===== config.mk =====
export PLATFORM = sky130hd
export DESIGN_NAME = slave_port_arbiter
export DESIGN_NICKNAME = d
export VERILOG_FILES = /design/src/rtl/slave_arb_pkg.sv /design/src/rtl/arb_winner_pick.sv /design/src/rtl/park_target.sv /design/src/rtl/slot_timer.sv /design/src/rtl/slave_port_arbiter.sv
export SDC_FILE = /design/constraint.sdc
export NUM_CORES = 1
export LEC_CHECK = 0
export ABC_AREA = 0
export ABC_CLOCK_PERIOD_IN_PS = 9100
export BUFFER_PORTS_ARGS = -buffer_cell sky130_fd_sc_hd__buf_4
export CORE_MARGIN = 2
export CORE_UTILIZATION = 57
export DETAILED_ROUTE_END_ITERATION = 7
export GPL_TIMING_DRIVEN = 0
export PLACE_DENSITY = 0.79
export SLEW_MARGIN = 20
export SYNTH_ARGS = -nofsm -noshare
export SYNTH_HDL_FRONTEND = slang
export SYNTH_HIERARCHICAL = 1
export SYNTH_SLANG_ARGS = --single-unit

===== constraint.sdc =====
create_clock -name clk -period 9.1 [get_ports clk]
set_input_delay 2.275 -clock clk [delete_from_list [all_inputs] [get_ports clk]]
set_output_delay 2.275 -clock clk [all_outputs]
set_load 0.01 [all_outputs]

===== src/rtl/slave_arb_pkg.sv =====
// Package: shared encodings for the slave port arbiter.
// Assumes 2-bit configuration codes; unlisted codes are mapped by the users.
package slave_arb_pkg;

    typedef enum logic [1:0] {
        ARB_ROTATE = 2'd0,
        ARB_PRIO   = 2'd1,
        ARB_RSV2   = 2'd2,
        ARB_RSV3   = 2'd3
    } arb_mode_e;

    typedef enum logic [1:0] {
        PARK_NONE  = 2'd0,
        PARK_LAST  = 2'd1,
        PARK_FIXED = 2'd2,
        PARK_RSV3  = 2'd3
    } park_mode_e;

endpackage


===== src/rtl/arb_winner_pick.sv =====
// Module: arb_winner_pick
// Picks one master from a candidate vector, either the lowest index or the
// first one after last_idx in rotating order. Purely combinational.
// Assumes last_idx < N.
module arb_winner_pick #(
    parameter int N  = 4,
    parameter int IW = $clog2(N)
) (
    input  logic [N-1:0]  cand,
    input  logic [IW-1:0] last_idx,
    input  logic          use_prio,
    output logic [N-1:0]  win
);

    int  pos;
    logic found;

    // Scan the candidates in the order the selected mode defines.
    always_comb begin
        win   = '0;
        found = 1'b0;
        pos   = 0;
        for (int k = 0; k < N; k++) begin
            if (use_prio) pos = k;
            else          pos = (int'(last_idx) + 1 + k) % N;
            if (!found && cand[pos]) begin
                win[pos] = 1'b1;
                found    = 1'b1;
            end
        end
    end

endmodule


===== src/rtl/park_target.sv =====
// Module: park_target
// Computes the grant the slave should hold when no master is requesting.
// Assumes cur_grant is one-hot or zero; CONNECTED_MASK marks masters wired
// to this slave.
module park_target
    import slave_arb_pkg::*;
#(
    parameter int           N              = 4,
    parameter int           PARK_IDX_W     = 3,
    parameter logic [N-1:0] CONNECTED_MASK = '1
) (
    input  logic [1:0]            park_mode,
    input  logic [PARK_IDX_W-1:0] park_idx,
    input  logic [N-1:0]          cur_grant,
    output logic [N-1:0]          park_grant
);

    logic [N-1:0] fixed_hit;

    // One decode bit per master: index matches and the master is wired.
    for (genvar i = 0; i < N; i++) begin : g_hit
        assign fixed_hit[i] = (park_idx == PARK_IDX_W'(i)) && CONNECTED_MASK[i];
    end

    // Select the idle grant by parking policy; reserved code disconnects.
    always_comb begin
        unique case (park_mode)
            PARK_LAST:  park_grant = cur_grant;
            PARK_FIXED: park_grant = fixed_hit;
            default:    park_grant = '0;
        endcase
    end

endmodule


===== src/rtl/slot_timer.sv =====
// Module: slot_timer
// Counts cycles the current owner has held the slave with its request up and
// flags when the budget is used. Restarts on any grant change or on an idle
// owner. Assumes limit 0 means no budget.
module slot_timer #(
    parameter int N      = 4,
    parameter int SLOT_W = 8
) (
    input  logic              clk,
    input  logic              rst_n,
    input  logic [N-1:0]      grant_q,
    input  logic [N-1:0]      grant_next,
    input  logic [N-1:0]      req,
    input  logic [SLOT_W-1:0] limit,
    output logic              expired
);

    localparam logic [SLOT_W-1:0] CNT_MAX = '1;

    logic [SLOT_W-1:0] cnt;
    logic              owner_req;

    assign owner_req = |(grant_q & req);

    // Budget reached when this is the limit-th held cycle.
    assign expired = (limit != '0) &&
                     ((SLOT_W+1)'(cnt) + (SLOT_W+1)'(1) >= (SLOT_W+1)'(limit));

    // Held-cycle counter, saturating.
    always_ff @(posedge clk) begin
        if (!rst_n)                                 cnt <= '0;
        else if (grant_next != grant_q || !owner_req) cnt <= '0;
        else if (cnt != CNT_MAX)                    cnt <= cnt + 1'b1;
    end

endmodule


===== src/rtl/slave_port_arbiter.sv =====
// Module: slave_port_arbiter (top)
// Registered one-hot grant of one slave among NUM_MASTERS masters, with
// rotating or priority order, idle parking and burst cycle budget.
// Assumes configuration inputs are quasi-static and req/burst are synchronous.
module slave_port_arbiter
    import slave_arb_pkg::*;
#(
    parameter int                     NUM_MASTERS    = 4,
    parameter int                     PARK_IDX_W     = 3,
    parameter int                     SLOT_W         = 8,
    parameter logic [NUM_MASTERS-1:0] CONNECTED_MASK = '1
) (
    input  logic                   clk,
    input  logic                   rst_n,
    input  logic [NUM_MASTERS-1:0] req_i,
    input  logic [NUM_MASTERS-1:0] burst_i,
    input  logic [1:0]             cfg_arb_mode,
    input  logic [1:0]             cfg_park_mode,
    input  logic [PARK_IDX_W-1:0]  cfg_park_idx,
    input  logic [SLOT_W-1:0]      cfg_slot_limit,
    output logic [NUM_MASTERS-1:0] grant_o,
    output logic                   connected_o
);

    localparam int N  = NUM_MASTERS;
    localparam int IW = (N > 1) ? $clog2(N) : 1;

    logic [N-1:0]  grant_q, grant_next, cand, win, park_grant;
    logic [IW-1:0] last_idx, win_idx;
    logic          own_burst, others_req, expired, preempt, hold, rearb;

    assign own_burst  = |(grant_q & req_i & burst_i);
    assign others_req = |(req_i & ~grant_q);
    assign preempt    = own_burst && expired && others_req;
    assign hold       = own_burst && !preempt;
    assign cand       = preempt ? (req_i & ~grant_q) : req_i;
    assign rearb      = !hold && (cand != '0);

    arb_winner_pick #(.N(N), .IW(IW)) u_pick (
        .cand     (cand),
        .last_idx (last_idx),
        .use_prio (cfg_arb_mode == ARB_PRIO),
        .win      (win)
    );

    park_target #(.N(N), .PARK_IDX_W(PARK_IDX_W), .CONNECTED_MASK(CONNECTED_MASK)) u_park (
        .park_mode  (cfg_park_mode),
        .park_idx   (cfg_park_idx),
        .cur_grant  (grant_q),
        .park_grant (park_grant)
    );

    slot_timer #(.N(N), .SLOT_W(SLOT_W)) u_slot (
        .clk        (clk),
        .rst_n      (rst_n),
        .grant_q    (grant_q),
        .grant_next (grant_next),
        .req        (req_i),
        .limit      (cfg_slot_limit),
        .expired    (expired)
    );

    // Encode the winner to an index for the rotation pointer.
    always_comb begin
        win_idx = '0;
        for (int k = 0; k < N; k++)
            if (win[k]) win_idx = IW'(k);
    end

    // Next grant: hold the burst, else arbitrate, else park.
    always_comb begin
        if (hold)       grant_next = grant_q;
        else if (rearb) grant_next = win;
        else            grant_next = park_grant;
    end

    // Grant register.
    always_ff @(posedge clk) begin
        if (!rst_n) grant_q <= '0;
        else        grant_q <= grant_next;
    end

    // Rotation pointer follows every arbitration win; reset points at the top.
    always_ff @(posedge clk) begin
        if (!rst_n)     last_idx <= IW'(N - 1);
        else if (rearb) last_idx <= win_idx;
    end

    assign grant_o     = grant_q;
    assign connected_o = |grant_q;

endmodule


==> summary.txt, run 1 <==
YOSYS
-----------------------------------------------------------------------------------------------------
Netlist area before placement                                                              1580 sq um
Syn Inst Count                                                                                    200
Largest family of logic cells by synthesized area                                        compound AO/OA/AOI/OAI gates
Synth Warn #                                                                                        6
Top_reg_cell synth                                                                       sky130_fd_sc_hd__dfxtp_1
Total nets after synthesis                                                                        236
Simple-gate area share of the yosys netlist                                                     30.1%
Avg Cell Area, Syn                                                                         7.92 sq um
Compound-Gate Fraction of Synth Area                                                            31.6%
Number of flip-flops and latches in the synthesized netlist                                        14
Mux share of post-synthesis cell area                                                           1.58%
Post-synthesis share of cell area spent on full adders, half adders and majority gates          8.69%
Synth Area in XOR/XNOR                                                                          4.42%
Post-synth cell types                                                                              58
Async set or reset register ratio after synthesis                                                  0%
Portion of the post-synthesis area used by sequential elements                                  17.7%
Count of flip-flops with a built-in enable after synthesis                                          0

DETAILED ROUTING
-----------------------------------------------------------------------------------------------------
Length of the first detailed-routing pass in iterations                                             5
Sum of routed wire length over all layers                                                     4.06 mm
DRC errors left                                                                                     0
Number of DRC violations after detailed-routing iteration 0                                        42
Routed length per placed instance                                                             15.4 um
Final antenna-violating net count                                                                   0
Vias per cell                                                                                    6.34
Vias after detailed routing                                                                      1673

CTS
-----------------------------------------------------------------------------------------------------
H-tree depth reported by CTS                                                                        1
Clock Pin Slew Worst Setup and Hold Paths                                                     0.09 ns
CTS tree                                                                                        built
Maximum root-to-sink buffer count                                                                   2
Number of buffers inserted to repair setup after CTS                                                0
Number of cells upsized or downsized after cts                                                      0
Clock latency of the later-clocked register in the worst-skew pair                            0.27 ns
Cts-stage hold buffer count                                                                         0
Clock sink total                                                                                   14
Total clock buffers created by CTS                                                                  3
Cell at the root of the clock tree                                                       sky130_fd_sc_hd__clkbuf_4

MIN PATH
-----------------------------------------------------------------------------------------------------
Class of the most critical hold timing path                                              flip-flop to flip-flop
Origin of the worst min-delay path                                                       u_slot/cnt[1]$_SDFFE_PP0N_

OUTCOME
-----------------------------------------------------------------------------------------------------
Outcome                                                                                  finished, final reports clean

GLOBAL ROUTE
-----------------------------------------------------------------------------------------------------
Via count of the first global-routing pass                                                       1609
Largest net degree at the start of global routing                                                  11
First-pass GRT wire length                                                                    6.91 mm
Initial antenna violation count                                                                     0
Total track usage                                                                               26.5%
Residual overflow from global routing                                                               0

TIMING
-----------------------------------------------------------------------------------------------------
Slew at the pin closest to its max-slew limit                                                0.507 ns
Final setup fails                                                                                   0
Number of pins exceeding their max-slew limit in the final report                                   0
Setup TNS Final                                                                                  0 ns
Minimum clock period                                                                          5.86 ns
Number of hold-slack violations in the final timing report                                          0
Portion of the clock cycle consumed by the worst path in the final layout                       64.4%
Layout Skew                                                                                0.00202 ns
Highest clock frequency the design can meet                                                   171 MHz
Unrepaired setup endpoints after global routing                                                 false
Worst max-slew margin expressed relative to the limit                                           66.2%

PLACE
-----------------------------------------------------------------------------------------------------
Port-buffer cells                                                                                  29
Final GP Congestion                                                                             0.853
HPWL after detailed placement                                                                 3.25 mm

DIE
-----------------------------------------------------------------------------------------------------
Die height                                                                                    56.7 um
Row count                                                                                          19
Area of the core                                                                           2690 sq um
DIE AREA                                                                                   3220 sq um
Die X-Extent                                                                                  56.7 um
Starting density of the core                                                                    59.0%
I/O Pins                                                                                           30

SETUP PATH
-----------------------------------------------------------------------------------------------------
Crit path kind                                                                           input pin to flip-flop
Type of element capturing the critical path                                                 flip-flop
Startpoint types                                                                            input pin
Data required time at the worst endpoint                                                      9.32 ns
Worst-path fanout max                                                                               8
Worst setup path startpoint                                                              cfg_slot_limit[2]
Data arrival time of the critical path                                                        6.08 ns
Critical R2R Launch                                                                      u_slot/cnt[0]$_SDFFE_PP0N_

CELLS AND AREA
-----------------------------------------------------------------------------------------------------
Area added between synthesis and finish                                                         18.5%
Antenna fix cells                                                                                   0
NumNets Final                                                                                     270
Most frequent cells in the layout                                                        sky130_fd_sc_hd__buf_4, sky130_fd_sc_hd__nand2_1, sky130_fd_sc_hd__inv_1
Share of cells above drive strength 1                                                           24.0%
Commonest non-fill, non-tap cell in the layout                                           sky130_fd_sc_hd__buf_4

PWR
-----------------------------------------------------------------------------------------------------
Logic pwr share                                                                                 44.1%
Proportion of power drawn by flip-flops and latches                                             35.8%
PnR Total Power                                                                                219 uW
Clock network fraction of design power                                                          20.1%
Worst supply voltage drop on vdd                                                           0.000104 V
Internal power of the cells                                                                    137 uW
P_leak                                                                                    0.000860 uW
Sw Pwr                                                                                        82.3 uW
PD cells                                                                                  117 nW/um^2
Switching power share of the total                                                              37.5%

FLOW RUN
-----------------------------------------------------------------------------------------------------
Number of maximum-capacitance constraint violations                                                 0

==> cells by family after synthesis <==
| kind of cell | after synthesis |
|---|---|
| fa+ha+maj | 11 |
| flops | 14 |
| buf+inv | 21 |
| simple gates | 81 |
| compound gates | 63 |
| xor+xnor | 8 |
| mux | 2 |
==> cell type report <==
class	instances	area, sq um
well taps	31	38.8
fillers	224	810
plain buffers	3	26.3
multi-input cells	165	1210
inverters	18	67.6
clock buffers	4	36.3
repair buffers	29	218
flip-flops and latches	14	280
==> worst max-delay path, cell delays in order <==
cell and delay (ns):
sky130_fd_sc_hd__buf_4 0.08, sky130_fd_sc_hd__inv_1 0.04, sky130_fd_sc_hd__ha_1 0.29, sky130_fd_sc_hd__nand2_1 0.06, sky130_fd_sc_hd__o21ai_0 0.14, sky130_fd_sc_hd__a311oi_1 0.11, sky130_fd_sc_hd__a22oi_1 0.46, sky130_fd_sc_hd__o311a_1 0.27
sky130_fd_sc_hd__o21ai_2 0.09, sky130_fd_sc_hd__and2_1 0.22, sky130_fd_sc_hd__nor4b_2 0.17, sky130_fd_sc_hd__a31o_1 0.20, sky130_fd_sc_hd__a311oi_2 0.32, sky130_fd_sc_hd__o21ai_1 0.13, sky130_fd_sc_hd__o211ai_1 0.13, sky130_fd_sc_hd__nand2_1 0.11
sky130_fd_sc_hd__a222oi_1 0.43, sky130_fd_sc_hd__nand4b_2 0.28, sky130_fd_sc_hd__o21ba_1 0.29
==> Yosys cell counts (4+ instances only) <==
library cell               instances  share of area (%)
sky130_fd_sc_hd__nand2_1          23                5.5
sky130_fd_sc_hd__o21ai_0           8                2.5
sky130_fd_sc_hd__nor2b_1           5                2.0
sky130_fd_sc_hd__inv_1            16                3.8
sky130_fd_sc_hd__nor2_1           13                3.1
sky130_fd_sc_hd__dfxtp_1          14                 18
sky130_fd_sc_hd__xor2_1            4                2.2
sky130_fd_sc_hd__o21ai_2           4                2.2
sky130_fd_sc_hd__a21oi_1          11                3.5
sky130_fd_sc_hd__ha_1             11                8.7
sky130_fd_sc_hd__o311a_1           4                2.5
sky130_fd_sc_hd__xnor2_1           4                2.2
sky130_fd_sc_hd__a211oi_1          4                1.9
sky130_fd_sc_hd__and2_1            4                1.6
sky130_fd_sc_hd__nand3_1           6                1.9
==> path summary, 6_finish.rpt <==
| path | cells past startpoint | slack [ns] | endpoint |
|---|---|---|---|
| worst min register to register | 2 | 0.53 | u_slot/cnt[1]$_SDFFE_PP0N_ |
| worst max-delay path | 19 | 3.24 | u_slot/cnt[6]$_SDFFE_PP0N_ |
| worst max register to register | 21 | 4.29 | u_slot/cnt[6]$_SDFFE_PP0N_ |
| worst min-delay path | 2 | 0.53 | u_slot/cnt[1]$_SDFFE_PP0N_ |
==> power groups by stage <==
stage	logic [uW]	registers, uW	clock network [uW]
floorplan	65.0	77.3	0
global placement	90.8	79.1	0
detailed placement	96.0	79.4	0
CTS	96.2	78.1	44.0
global route	106	79.8	47.2
finish	96.7	78.5	44.1
==> registers in the layout (all words and copies together) (netlist names) <==
name	count
u_slot/cnt	8
grant_o	4
last_idx	2
==> routing by layer <==
metal | GRT usage, % | routed length [um] | part of all wire (%)
met4 | 9.86 | 87 | 2.1
met5 | 0 | 0 | 0
met3 | 3.00 | 161 | 4.0
met1 | 28.8 | 1590 | 39
met2 | 51.5 | 2220 | 55
==> through the flow <==
| step | std cells | util [%] | setup WS, ns | instance area, sq um | hold WS, ns |
|---|---|---|---|---|---|
| floorplan | 200 | - | 3.64 | 1580 | 0.462 |
| CTS | 264 | 69.9 | 3.27 | 1880 | 0.528 |
| detailed placement | 260 | 68.5 | 2.99 | 1840 | 0.511 |
| finish | 264 | 69.9 | 3.24 | 1880 | 0.530 |
| global placement | 260 | 68.5 | 3.14 | 1840 | 0.482 |
| global route | 264 | 69.9 | 3.00 | 1880 | 0.568 |
Note: power is estimated with default switching activity, not from simulation.
==> run 2: changes to the inputs <==
--- a/config.mk
+++ b/config.mk
@@ -6,13 +6,13 @@
 export NUM_CORES = 1
 export LEC_CHECK = 0
 export ABC_AREA = 0
-export ABC_CLOCK_PERIOD_IN_PS = 9100
+export ABC_CLOCK_PERIOD_IN_PS = 5990
 export BUFFER_PORTS_ARGS = -buffer_cell sky130_fd_sc_hd__buf_4
 export CORE_MARGIN = 2
-export CORE_UTILIZATION = 57
+export CORE_UTILIZATION = 56
 export DETAILED_ROUTE_END_ITERATION = 7
 export GPL_TIMING_DRIVEN = 0
-export PLACE_DENSITY = 0.79
+export PLACE_DENSITY = 0.77
 export SLEW_MARGIN = 20
 export SYNTH_ARGS = -nofsm -noshare
 export SYNTH_HDL_FRONTEND = slang
==> constraint.sdc (replaced) <==
create_clock -name clk -period 5.99 [get_ports clk]
set_input_delay 1.4975 -clock clk [delete_from_list [all_inputs] [get_ports clk]]
set_output_delay 1.4975 -clock clk [all_outputs]
set_load 0.01 [all_outputs]
==> summary.txt, run 2 (synthesized netlist as in run 1, its figures left out) <==
GLOBAL ROUTE
----------------------------------------------------------------------------------------
Initial antenna violation count                                                        0
Residual overflow from global routing                                                  0
Largest net degree at the start of global routing                                     11
Total track usage                                                                  25.5%
First-pass GRT wire length                                                       6.87 mm
Via count of the first global-routing pass                                          1700

PLACE
----------------------------------------------------------------------------------------
Instance area at placement                                                    1840 sq um
Dpl cells                                                                            260
HPWL after detailed placement                                                    3.11 mm
Final GP Congestion                                                                0.849
Port-buffer cells                                                                     29

TIMING
----------------------------------------------------------------------------------------
Setup TNS Final                                                                     0 ns
Worst hold margin                                                               0.496 ns
Final setup fails                                                                      0
Number of hold-slack violations in the final timing report                             0
Slew at the pin closest to its max-slew limit                                   0.497 ns
Highest clock frequency the design can meet                                      193 MHz
Layout Skew                                                                   0.00137 ns
Minimum clock period                                                             5.18 ns
Unrepaired setup endpoints after global routing                                    false
Worst max-slew margin expressed relative to the limit                              66.9%
Number of pins exceeding their max-slew limit in the final report                      0
Portion of the clock cycle consumed by the worst path in the final layout          86.5%

CELLS AND AREA
----------------------------------------------------------------------------------------
Most frequent cells in the layout                                           sky130_fd_sc_hd__buf_4, sky130_fd_sc_hd__nand2_1, sky130_fd_sc_hd__inv_1
Antenna fix cells                                                                      0
Largest register FFs                                                                   8
Share of cells above drive strength 1                                              24.0%
NumNets Final                                                                        270
Register name with the most flops                                             u_slot/cnt
Post-route insts no fill                                                             264
Commonest non-fill, non-tap cell in the layout                              sky130_fd_sc_hd__buf_4
Filler Cells Inserted                                                                219
Area taken by multi-input logic gates                                         1210 sq um
Area added between synthesis and finish                                            18.5%
Post-route design area                                                        1880 sq um
FF+latch area                                                                  280 sq um

SETUP PATH
----------------------------------------------------------------------------------------
Critical-path cell list                                                     buf_4 > inv_1 > ha_1 > nand2_1 > o21ai_0 > a311oi_1 > a22oi_1 > o311a_1 > o21ai_2 > and2_1 > buf_4 > nor4b_2 > a31o_1 > a311oi_2 > o31ai_2 > a211oi_1 > a211oi_1 > xnor2_1 > nand4b_2 > o21ba_1
Worst setup path startpoint                                                 cfg_slot_limit[2]
Type of element capturing the critical path                                    flip-flop
Data arrival time of the critical path                                           5.40 ns
Endpoint of the lowest-slack register-to-register path                      u_slot/cnt[2]$_SDFFE_PP0N_
Register-to-register setup slack                                                 1.10 ns
Cell depth of the worst flop-to-flop path                                             22
Standard cell with the maximum stage delay on the critical path             sky130_fd_sc_hd__a22oi_1
Capturing instance or port of the critical path                             u_slot/cnt[2]$_SDFFE_PP0N_
Largest stage delay on the critical path                                         0.45 ns
Startpoint types                                                               input pin
Worst-path fanout max                                                                  9
Critical R2R Launch                                                         u_slot/cnt[0]$_SDFFE_PP0N_
Data required time at the worst endpoint                                         6.21 ns
Crit path kind                                                              input pin to flip-flop

CTS
----------------------------------------------------------------------------------------
CTS tree                                                                           built
Number of buffers inserted to repair setup after CTS                                   0
Clock Pin Slew Worst Setup and Hold Paths                                        0.09 ns
H-tree depth reported by CTS                                                           1
Cts-stage hold buffer count                                                            0
Clock sink total                                                                      14
Total clock buffers created by CTS                                                     3
Maximum root-to-sink buffer count                                                      2
Number of cells upsized or downsized after cts                                         0
Clock latency of the later-clocked register in the worst-skew pair               0.28 ns
Cell at the root of the clock tree                                          sky130_fd_sc_hd__clkbuf_4

PWR
----------------------------------------------------------------------------------------
P_leak                                                                       0.000860 uW
Worst supply voltage drop on vdd                                              0.000186 V
PD cells                                                                     177 nW/um^2

DIE
----------------------------------------------------------------------------------------
Die X-Extent                                                                     57.2 um
Die height                                                                       57.2 um
DIE AREA                                                                      3270 sq um
I/O Pins                                                                              30
Starting density of the core                                                       58.4%
Area of the core                                                              2710 sq um
Row count                                                                             19

DETAILED ROUTING
----------------------------------------------------------------------------------------
Routed length per placed instance                                                14.6 um
DRC errors left                                                                        0
Length of routed wiring on met1                                                  1.53 mm
Number of DRC violations after detailed-routing iteration 0                           60
Length of the first detailed-routing pass in iterations                                4
Top routing layer used                                                              met4
Vias per cell                                                                       6.20
Met3 wirelength from detailed routing                                             135 um
Final antenna-violating net count                                                      0
Vias after detailed routing                                                         1638
Met2 layer wire length in the routed design                                      2.11 mm
Sum of routed wire length over all layers                                        3.85 mm

FLOW RUN
----------------------------------------------------------------------------------------
Number of maximum-capacitance constraint violations                                    0

OUTCOME
----------------------------------------------------------------------------------------
Outcome                                                                     finished, final reports clean

MIN PATH
----------------------------------------------------------------------------------------
Class of the most critical hold timing path                                 flip-flop to flip-flop

==> run 2: layer usage <==
layer	global-route usage [%]	vias up
met1	28.4	763
met2	48.3	49
met3	3.85	11
met4	9.63	0
met5	0	-
li1	-	815
==> run 2: critical path, delay by kind of cell <==
| family | cells | cell delay [ns] |
|---|---|---|
| fa+ha+maj | 1 | 0.28 |
| buf+inv | 3 | 0.27 |
| compound gates | 11 | 2.42 |
| simple gates | 4 | 0.74 |
| xor+xnor | 1 | 0.19 |
==> run 2: worst min path at each step <==
stage	depth (start not counted)	from	end
3_5_place_dp	2	u_slot/cnt[1]$_SDFFE_PP0N_	u_slot/cnt[1]$_SDFFE_PP0N_
6_report	2	u_slot/cnt[1]$_SDFFE_PP0N_	u_slot/cnt[1]$_SDFFE_PP0N_
2_1_floorplan	2	u_slot/cnt[1]$_SDFFE_PP0N_	u_slot/cnt[1]$_SDFFE_PP0N_
4_1_cts	2	u_slot/cnt[1]$_SDFFE_PP0N_	u_slot/cnt[1]$_SDFFE_PP0N_
5_1_grt	2	u_slot/cnt[1]$_SDFFE_PP0N_	u_slot/cnt[1]$_SDFFE_PP0N_
3_3_place_gp	2	u_slot/cnt[1]$_SDFFE_PP0N_	u_slot/cnt[1]$_SDFFE_PP0N_
==> run 2: layout make-up <==
type	count	area share [%]
clock buffer	4	1.93
sequential	14	14.9
inverter	18	3.60
tap	31	2.07
buffer	3	1.40
timing repair buffer	29	11.6
multi-input combinational	165	64.5
==> run 2: power breakdown <==
part | internal [uW] | switching (uW)
Clock | 37.0 | 31.3
Sequential | 101 | 17.9
Combinational | 70.3 | 75.4
Total | 208 | 125
==> run 2: stage by stage <==
stage                     power (uW)  utilization, %  setup slack, ns
after floorplan                  216               -             1.30
after global placement           259            67.9            0.743
after detailed placement         265            67.9            0.587
after CTS                        334            69.3            0.870
after global routing             358            69.3            0.496
final                            333            69.3            0.811
